**config.mk**
```make
export PLATFORM = sky130hd
export DESIGN_NAME = mm_timer16
export DESIGN_NICKNAME = d
export VERILOG_FILES = /design/src/rtl/mm_timer16_pkg.sv /design/src/rtl/mm_pin_sync.sv /design/src/rtl/mm_timer_regs.sv /design/src/rtl/mm_timer_core.sv /design/src/rtl/mm_timer16.sv
export SDC_FILE = /design/constraint.sdc
export NUM_CORES = 1
export LEC_CHECK = 0
export BUFFER_PORTS_ARGS = -buffer_cell sky130_fd_sc_hd__buf_2
export CELL_PAD_IN_SITES_DETAIL_PLACEMENT = 1
export CELL_PAD_IN_SITES_GLOBAL_PLACEMENT = 1
export CORE_MARGIN = 4
export CORE_UTILIZATION = 50
export DETAILED_ROUTE_END_ITERATION = 10
export GPL_ROUTABILITY_DRIVEN = 0
export PLACE_DENSITY = 0.84
export SLEW_MARGIN = 0
export SYNTH_ARGS = -nofsm -noshare
export SYNTH_HDL_FRONTEND = slang
export SYNTH_HIERARCHICAL = 1
export SYNTH_SLANG_ARGS = --single-unit
```
**constraint.sdc**
```tcl
create_clock -name clk -period 3.5 [get_ports clk]
set_input_delay 0.7 -clock clk [delete_from_list [all_inputs] [get_ports clk]]
set_output_delay 0.7 -clock clk [all_outputs]
set_load 0.02 [all_outputs]
```
**src/rtl/mm_timer16_pkg.sv**
```systemverilog
package mm_timer16_pkg;

   typedef enum logic [1:0] {
      MD_IDLE  = 2'b00,
      MD_EVENT = 2'b01,
      MD_TIMER = 2'b10,
      MD_PULSE = 2'b11
   } tmr_mode_e;

   typedef struct packed {
      tmr_mode_e mode;
      logic      run;
      logic      rise_sel;
   } tmr_ctl_t;

   localparam int CTL_MODE_LSB = 6;
   localparam int CTL_RUN_BIT  = 4;
   localparam int CTL_EDGE_BIT = 3;
   localparam int CTL_MIN_W    = 8;

endpackage

```
**src/rtl/mm_pin_sync.sv**
```systemverilog
module mm_pin_sync #(
   parameter int STAGES = 2
) (
   input  logic clk,
   input  logic rst_n,
   input  logic pin_i,
   output logic lvl_o,
   output logic rise_o,
   output logic fall_o
);

   initial begin : chk_params
      assert (STAGES >= 2) else $fatal(1, "mm_pin_sync: STAGES must be at least 2");
   end

   logic [STAGES-1:0] chain_q;
   logic              prev_q;

   genvar gi;
   generate
      for (gi = 0; gi < STAGES; gi++) begin : g_stage
         if (gi == 0) begin : g_first
            always_ff @(posedge clk or negedge rst_n) begin
               if (!rst_n) chain_q[gi] <= 1'b0;
               else        chain_q[gi] <= pin_i;
            end
         end else begin : g_next
            always_ff @(posedge clk or negedge rst_n) begin
               if (!rst_n) chain_q[gi] <= 1'b0;
               else        chain_q[gi] <= chain_q[gi-1];
            end
         end
      end
   endgenerate

   always_ff @(posedge clk or negedge rst_n) begin
      if (!rst_n) prev_q <= 1'b0;
      else        prev_q <= chain_q[STAGES-1];
   end

   assign lvl_o  = chain_q[STAGES-1];
   assign rise_o = chain_q[STAGES-1] & ~prev_q;
   assign fall_o = ~chain_q[STAGES-1] & prev_q;

endmodule

```
**src/rtl/mm_timer_regs.sv**
```systemverilog
module mm_timer_regs
   import mm_timer16_pkg::*;
#(
   parameter int              DATA_W   = 8,
   parameter int              CNT_W    = 16,
   parameter int              ADDR_W   = 8,
   parameter logic [ADDR_W-1:0] ADDR_HI  = 8'h0F,
   parameter logic [ADDR_W-1:0] ADDR_LO  = 8'h10,
   parameter logic [ADDR_W-1:0] ADDR_CTL = 8'h11
) (
   input  logic              clk,
   input  logic              rst_n,
   input  logic [ADDR_W-1:0] addr_i,
   input  logic [DATA_W-1:0] wdata_i,
   input  logic              wr_i,
   input  logic              rd_i,
   output logic [DATA_W-1:0] rdata_o,
   input  logic [CNT_W-1:0]  cnt_i,
   input  logic              pw_done_i,
   output tmr_ctl_t          ctl_o,
   output logic [CNT_W-1:0]  preload_o,
   output logic              ld_o,
   output logic [CNT_W-1:0]  ld_val_o
);

   localparam int HI_W = CNT_W - DATA_W;

   initial begin : chk_params
      assert (CNT_W == 2 * DATA_W) else $fatal(1, "mm_timer_regs: CNT_W must be twice DATA_W");
      assert (DATA_W >= CTL_MIN_W) else $fatal(1, "mm_timer_regs: DATA_W too narrow for control fields");
   end

   logic [DATA_W-1:0] lowbuf_q;
   logic [CNT_W-1:0]  preload_q;
   tmr_ctl_t          ctl_q;
   logic [DATA_W-1:0] rdata_q;
   logic [DATA_W-1:0] ctl_byte;

   logic wr_hi, wr_lo, wr_ctl, rd_hi, rd_lo, rd_ctl;

   assign wr_hi  = wr_i && (addr_i == ADDR_HI);
   assign wr_lo  = wr_i && (addr_i == ADDR_LO);
   assign wr_ctl = wr_i && (addr_i == ADDR_CTL);
   assign rd_hi  = rd_i && (addr_i == ADDR_HI);
   assign rd_lo  = rd_i && (addr_i == ADDR_LO);
   assign rd_ctl = rd_i && (addr_i == ADDR_CTL);

   always_comb begin
      ctl_byte = '0;
      ctl_byte[CTL_MODE_LSB +: 2] = ctl_q.mode;
      ctl_byte[CTL_RUN_BIT]       = ctl_q.run;
      ctl_byte[CTL_EDGE_BIT]      = ctl_q.rise_sel;
   end

   assign ld_val_o = {wdata_i[HI_W-1:0], lowbuf_q};
   assign ld_o     = wr_hi && !ctl_q.run;

   always_ff @(posedge clk or negedge rst_n) begin
      if (!rst_n) begin
         lowbuf_q  <= '0;
         preload_q <= '0;
         ctl_q     <= '0;
         rdata_q   <= '0;
      end else begin
         if (rd_hi) begin
            rdata_q  <= cnt_i[CNT_W-1:DATA_W];
            lowbuf_q <= cnt_i[DATA_W-1:0];
         end
         if (rd_lo)  rdata_q <= lowbuf_q;
         if (rd_ctl) rdata_q <= ctl_byte;
         if (wr_lo)  lowbuf_q <= wdata_i;
         if (wr_hi)  preload_q <= ld_val_o;
         if (wr_ctl) begin
            ctl_q.mode     <= tmr_mode_e'(wdata_i[CTL_MODE_LSB +: 2]);
            ctl_q.run      <= wdata_i[CTL_RUN_BIT];
            ctl_q.rise_sel <= wdata_i[CTL_EDGE_BIT];
         end else if (pw_done_i) begin
            ctl_q.run <= 1'b0;
         end
      end
   end

   assign ctl_o     = ctl_q;
   assign preload_o = preload_q;
   assign rdata_o   = rdata_q;

   AST_LOWBUF_ONLY: assert property (@(posedge clk) disable iff (!rst_n)
      wr_lo |=> (preload_q == $past(preload_q)));

endmodule

```
**src/rtl/mm_timer_core.sv**
```systemverilog
module mm_timer_core
   import mm_timer16_pkg::*;
#(
   parameter int CNT_W = 16
) (
   input  logic             clk,
   input  logic             rst_n,
   input  tmr_ctl_t         ctl_i,
   input  logic [CNT_W-1:0] preload_i,
   input  logic             ld_i,
   input  logic [CNT_W-1:0] ld_val_i,
   input  logic             icyc_i,
   input  logic             lvl_i,
   input  logic             rise_i,
   input  logic             fall_i,
   input  logic             irq_en_i,
   output logic [CNT_W-1:0] cnt_o,
   output logic             pw_done_o,
   output logic             irq_o,
   output logic             wake_o
);

   localparam logic [CNT_W-1:0] CNT_MAX = '1;

   logic [CNT_W-1:0] cnt_q;
   logic             meas_q, meas_n;
   logic             irq_q, wake_q;
   logic             step;
   logic             act_edge;
   logic             wrap;

   assign act_edge = ctl_i.rise_sel ? rise_i : fall_i;

   always_comb begin
      step      = 1'b0;
      meas_n    = meas_q;
      pw_done_o = 1'b0;
      if (!ctl_i.run) begin
         meas_n = 1'b0;
      end else begin
         unique case (ctl_i.mode)
            MD_EVENT: step = act_edge;
            MD_TIMER: step = icyc_i;
            MD_PULSE: begin
               if (!meas_q) begin
                  meas_n = act_edge;
               end else if (lvl_i != ctl_i.rise_sel) begin
                  meas_n    = 1'b0;
                  pw_done_o = 1'b1;
               end else begin
                  step = icyc_i;
               end
            end
            default: meas_n = 1'b0;
         endcase
      end
   end

   assign wrap = step && (cnt_q == CNT_MAX);

   always_ff @(posedge clk or negedge rst_n) begin
      if (!rst_n) begin
         cnt_q  <= '0;
         meas_q <= 1'b0;
         irq_q  <= 1'b0;
         wake_q <= 1'b0;
      end else begin
         meas_q <= meas_n;
         irq_q  <= wrap && irq_en_i;
         wake_q <= wrap;
         if (ld_i)       cnt_q <= ld_val_i;
         else if (wrap)  cnt_q <= preload_i;
         else if (step)  cnt_q <= cnt_q + 1'b1;
      end
   end

   assign cnt_o  = cnt_q;
   assign irq_o  = irq_q;
   assign wake_o = wake_q;

   AST_RELOAD_ON_WRAP: assert property (@(posedge clk) disable iff (!rst_n)
      wake_q |-> (cnt_q == $past(preload_i)));

   AST_IRQ_NEEDS_WAKE: assert property (@(posedge clk) disable iff (!rst_n)
      irq_q |-> wake_q);

   AST_STOP_HOLD: assert property (@(posedge clk) disable iff (!rst_n)
      (!ctl_i.run && !ld_i) |=> (cnt_q == $past(cnt_q)));

   AST_IDLE_MODE_HOLD: assert property (@(posedge clk) disable iff (!rst_n)
      (ctl_i.mode == MD_IDLE && !ld_i) |=> (cnt_q == $past(cnt_q)));

endmodule

```
**src/rtl/mm_timer16.sv**
```systemverilog
module mm_timer16
   import mm_timer16_pkg::*;
#(
   parameter int                DATA_W      = 8,
   parameter int                CNT_W       = 16,
   parameter int                ADDR_W      = 8,
   parameter int                SYNC_STAGES = 2,
   parameter logic [ADDR_W-1:0] ADDR_HI     = 8'h0F,
   parameter logic [ADDR_W-1:0] ADDR_LO     = 8'h10,
   parameter logic [ADDR_W-1:0] ADDR_CTL    = 8'h11
) (
   input  logic              clk,
   input  logic              rst_n,
   input  logic [ADDR_W-1:0] reg_addr,
   input  logic [DATA_W-1:0] reg_wdata,
   input  logic              reg_wr,
   input  logic              reg_rd,
   output logic [DATA_W-1:0] reg_rdata,
   input  logic              ext_in,
   input  logic              icyc_en,
   input  logic              irq_en,
   output logic              irq_req,
   output logic              wake
);

   initial begin : chk_params
      assert (ADDR_HI != ADDR_LO && ADDR_LO != ADDR_CTL && ADDR_HI != ADDR_CTL)
         else $fatal(1, "mm_timer16: register addresses must differ");
   end

   tmr_ctl_t         ctl;
   logic [CNT_W-1:0] preload, ld_val, cnt;
   logic             ld, pw_done;
   logic             pin_lvl, pin_rise, pin_fall;

   mm_pin_sync #(.STAGES(SYNC_STAGES)) u_sync (
      .clk    (clk),
      .rst_n  (rst_n),
      .pin_i  (ext_in),
      .lvl_o  (pin_lvl),
      .rise_o (pin_rise),
      .fall_o (pin_fall)
   );

   mm_timer_regs #(
      .DATA_W(DATA_W), .CNT_W(CNT_W), .ADDR_W(ADDR_W),
      .ADDR_HI(ADDR_HI), .ADDR_LO(ADDR_LO), .ADDR_CTL(ADDR_CTL)
   ) u_regs (
      .clk       (clk),
      .rst_n     (rst_n),
      .addr_i    (reg_addr),
      .wdata_i   (reg_wdata),
      .wr_i      (reg_wr),
      .rd_i      (reg_rd),
      .rdata_o   (reg_rdata),
      .cnt_i     (cnt),
      .pw_done_i (pw_done),
      .ctl_o     (ctl),
      .preload_o (preload),
      .ld_o      (ld),
      .ld_val_o  (ld_val)
   );

   mm_timer_core #(.CNT_W(CNT_W)) u_core (
      .clk       (clk),
      .rst_n     (rst_n),
      .ctl_i     (ctl),
      .preload_i (preload),
      .ld_i      (ld),
      .ld_val_i  (ld_val),
      .icyc_i    (icyc_en),
      .lvl_i     (pin_lvl),
      .rise_i    (pin_rise),
      .fall_i    (pin_fall),
      .irq_en_i  (irq_en),
      .cnt_o     (cnt),
      .pw_done_o (pw_done),
      .irq_o     (irq_req),
      .wake_o    (wake)
   );

   logic ctl_wr;
   assign ctl_wr = reg_wr && (reg_addr == ADDR_CTL);

   AST_PW_AUTOCLEAR: assert property (@(posedge clk) disable iff (!rst_n)
      pw_done |=> (!ctl.run || $past(ctl_wr)));

   AST_RUN_WRITE_KEEPS_COUNT: assert property (@(posedge clk) disable iff (!rst_n)
      (reg_wr && reg_addr == ADDR_HI && ctl.run && ctl.mode == MD_IDLE) |=> $stable(cnt));

endmodule

```
==> flow_metrics.env <==
export IMPL_syn_inst=317
export IMPL_criticalPathCategory="reg -> reg"
export IMPL_crit_end="u_core/cnt_o[11]$_DFFE_PN0P_"
export IMPL_placed_cells=410
export IMPL_post_dp_hpwl_microns=6290
export IMPL_fin_ws_ps=358
export IMPL_ys_ff_latch=58
export IMPL_synth_largest_area_cell="dfrtp_1"
export IMPL_fp_coreArea_sq_um=6310
export IMPL_yosysUniqueCellTypes=55
export IMPL_ctsLongestPathBuffers=2
export IMPL_cts_buffers=9
export IMPL_syn_cell_area_sq_um=3250
export IMPL_grt_pass1_wl_microns=14700
export IMPL_p_leak_nw=1.70
export IMPL_hold_buffers=0
export IMPL_slew_headroom_pct=27.6
export IMPL_regToRegEndpoint="u_core/cnt_o[11]$_DFFE_PN0P_"
export IMPL_seq_area_sq_um=1450
export IMPL_grt_max_degree=59
export IMPL_synth_seq_area_share_pct=44.6
export IMPL_synth_top_family_by_area="simple AND/OR/NAND/NOR gates"
export IMPL_maxSlewViolCount=0
export IMPL_fmax_mhz=318
export IMPL_gr_total_overflow=0
export IMPL_drive_gt1_share_pct=26.4
export IMPL_synthAdderAreaFrac_pct=1.92
export IMPL_fillers=723
export IMPL_die_area_sq_um=7860
export IMPL_start_kind="flip-flop"
export IMPL_yosys_area_top_type_share_pct=44.6
export IMPL_async_flop_share_pct=100
export IMPL_multi_input_area_sq_um=1610
export IMPL_irDropWorstVdd_uv=214
export IMPL_worst_ep_arrival_time_ps=3350
export IMPL_post_drt_wl_per_cell_microns=21.3
export IMPL_final_nets=372
export IMPL_port_buffer_count=32
export IMPL_synth_compound_area_share_pct=14.2
export IMPL_via_per_inst=6.27
export IMPL_area_growth_pct=10.9
export IMPL_cts_root_buf="clkbuf_8"
export IMPL_hold_path_class="reg -> reg"
export IMPL_finish_instance_area_sq_um=3600
export IMPL_worst_ep_required_time_ps=3710
export IMPL_hold_violations=0
export IMPL_die_w_microns=88.6
export IMPL_synth_common_cells="dfrtp_1, mux2_2, a21oi_1, nand2_1, nor2_1"
export IMPL_routed_wl_microns=9050
export IMPL_rows=29
export IMPL_synth_area_top_cells="dfrtp_1, mux2_2, mux2i_1"
export IMPL_cts_setup_buffers=0
export IMPL_post_synth_xor_area_fraction_pct=0.269
export IMPL_maxCapViolCount=0
export IMPL_timing_rr_start="u_core/cnt_o[0]$_DFFE_PN0P_"
export IMPL_fin_setup_tns_ps=0
export IMPL_post_route_period_util_pct=89.8
export IMPL_status="finished, final reports clean"
export IMPL_die_y_microns=88.6
export IMPL_worstRegToRegCells=6
export IMPL_power_density_nw_per_um2=409
export IMPL_cts_sinks=58
export IMPL_path_clk_slew_ps=70
export IMPL_muxShareOfSynthArea_pct=16.0
export IMPL_critPathLaunch="u_core/cnt_o[0]$_DFFE_PN0P_"
export IMPL_start_util_pct=51.5
export IMPL_fin_util_pct=57.1
export IMPL_dp_slack_ps=565
export IMPL_synth_simple_area_share_pct=17.2
export IMPL_post_route_min_period_ps=3140
export IMPL_max_slew_worst_pin_slew_ps=1080
export IMPL_synth_edf_count=0
export IMPL_rsz0062_at_grt="false"
export IMPL_endpoint_kind="flip-flop"
export IMPL_layout_cells_non_filler=425
export IMPL_grt_util_all_layers_pct=25.0
export IMPL_h_tree_depth=3
export IMPL_cts_resized=0
export IMPL_totalPowerFinal_mw=1.48
export IMPL_syn_area_per_cell_sq_um=10.3
export IMPL_via_count=2665
export IMPL_insertedDiodeCount=0
export IMPL_dpl_cell_area_sq_um=3420
export IMPL_yosysMostFrequentCell="dfrtp_1"
export IMPL_drcViolationCount=0
export IMPL_cts_tree="done"
export IMPL_final_setup_skew_ps=6.90
export IMPL_antenna_found_initial=0
export IMPL_drtIter0Drc=307
export IMPL_whs_ps=355
export IMPL_drt_pass1_iter_count=5
export IMPL_r2r_slack_ps=360
export IMPL_grt_pass1_vias=2738
export IMPL_setup_viol=0
export IMPL_ys_dominant_reg_cell="dfrtp_1"
export IMPL_worst_path_max_fanout=11
export IMPL_synth_warnings=6
export IMPL_clk_latency_ps=330
export IMPL_syn_num_nets=345
export IMPL_drt_antenna_violating_nets=0
export IMPL_boundaryPins=33
## cell families (layout without fill, tap and decap cells)
| kind of cell | Yosys count | in the layout |
|---|---|---|
| AND/OR/NAND/NOR | 97 | 97 |
| buffers and inverters | 37 | 68 |
| flip-flops | 58 | 58 |
| adder cells (fa/ha/maj) | 5 | 5 |
| multiplexers | 47 | 47 |
| XOR/XNOR | 1 | 1 |
| AO/OA/AOI/OAI | 72 | 72 |
## power breakdown
part	internal, mW	leakage (nW)	switching [mW]
Combinational	0.0577	0.832	0.0726
Sequential	0.706	0.772	0.0416
Clock	0.342	0.0962	0.255
## area by class of cell
cell class,instances,area share (%)
timing repair buffer,37,5.48
tap,77,2.67
clock inverter,3,1.11
sequential,58,40.3
inverter,16,1.67
multi-input combinational,222,44.8
clock buffer,12,4.03
## cell usage in the layout, fill, tap and decap left out, types with 2 or more instances in the layout
master / instances
dfrtp_1: 58
o21ai_0: 12
mux2_2: 31
a31oi_1: 4
o31a_1: 2
nor3_1: 6
buf_2: 32
o31ai_1: 10
nand3b_1: 2
clkinv_2: 2
mux2i_1: 14
inv_1: 15
buf_4: 5
nand4_1: 10
a2bb2oi_1: 4
nand3_1: 8
nand2_1: 24
and3_1: 2
clkbuf_1: 2
o22ai_1: 2
o2bb2ai_1: 2
and4_1: 3
nor4_1: 4
a21oi_1: 24
mux2_4: 2
clkbuf_8: 10
or4_1: 2
or2_2: 2
a2111oi_0: 2
nor2_1: 20
ha_1: 5
o21a_1: 2
## how the worst min path moves through the flow
| stage | startpoint | to | slack [ps] | cells past startpoint |
|---|---|---|---|---|
| after global placement | u_sync/chain_q[0]$_DFF_PN0_ | u_sync/lvl_o$_DFF_PN0_ | 330 | 0 |
| after detailed placement | u_sync/chain_q[0]$_DFF_PN0_ | u_sync/lvl_o$_DFF_PN0_ | 340 | 0 |
| after CTS | u_sync/chain_q[0]$_DFF_PN0_ | u_sync/lvl_o$_DFF_PN0_ | 360 | 0 |
| after global routing | u_sync/chain_q[0]$_DFF_PN0_ | u_sync/lvl_o$_DFF_PN0_ | 370 | 0 |
| after floorplan | u_sync/chain_q[0]$_DFF_PN0_ | u_sync/lvl_o$_DFF_PN0_ | 330 | 0 |
| final | u_sync/chain_q[0]$_DFF_PN0_ | u_sync/lvl_o$_DFF_PN0_ | 350 | 0 |
## state kept, by name, summed over array words and instances (netlist names)
register / flops
u_core/cnt_o: 16
u_regs/preload_o: 16
u_regs/lowbuf_q: 8
u_regs/rdata_o: 8
u_regs/ctl_o: 4
u_core/irq_o: 1
u_core/meas_q: 1
u_core/wake_o: 1
u_sync/chain_q: 1
u_sync/lvl_o: 1
u_sync/prev_q: 1
## worst max-delay path, cell delays in order (launching register included)
cell	delay [ps]
dfrtp_1	510
ha_1	470
nand4_1	530
nor3_1	800
mux2_2	410
o31ai_1	190
o21ai_0	100
## routing by layer
layer | vias to the layer above | share of wire [%] | global-route usage (%)
met1 | 1333 | 46 | 35.7
met4 | 0 | 2.1 | 9.48
li1 | 1218 | - | -
met2 | 97 | 47 | 38.4
met5 | - | 0 | 0
met3 | 17 | 5.0 | 3.82
Power figures use the tool's default switching activity.
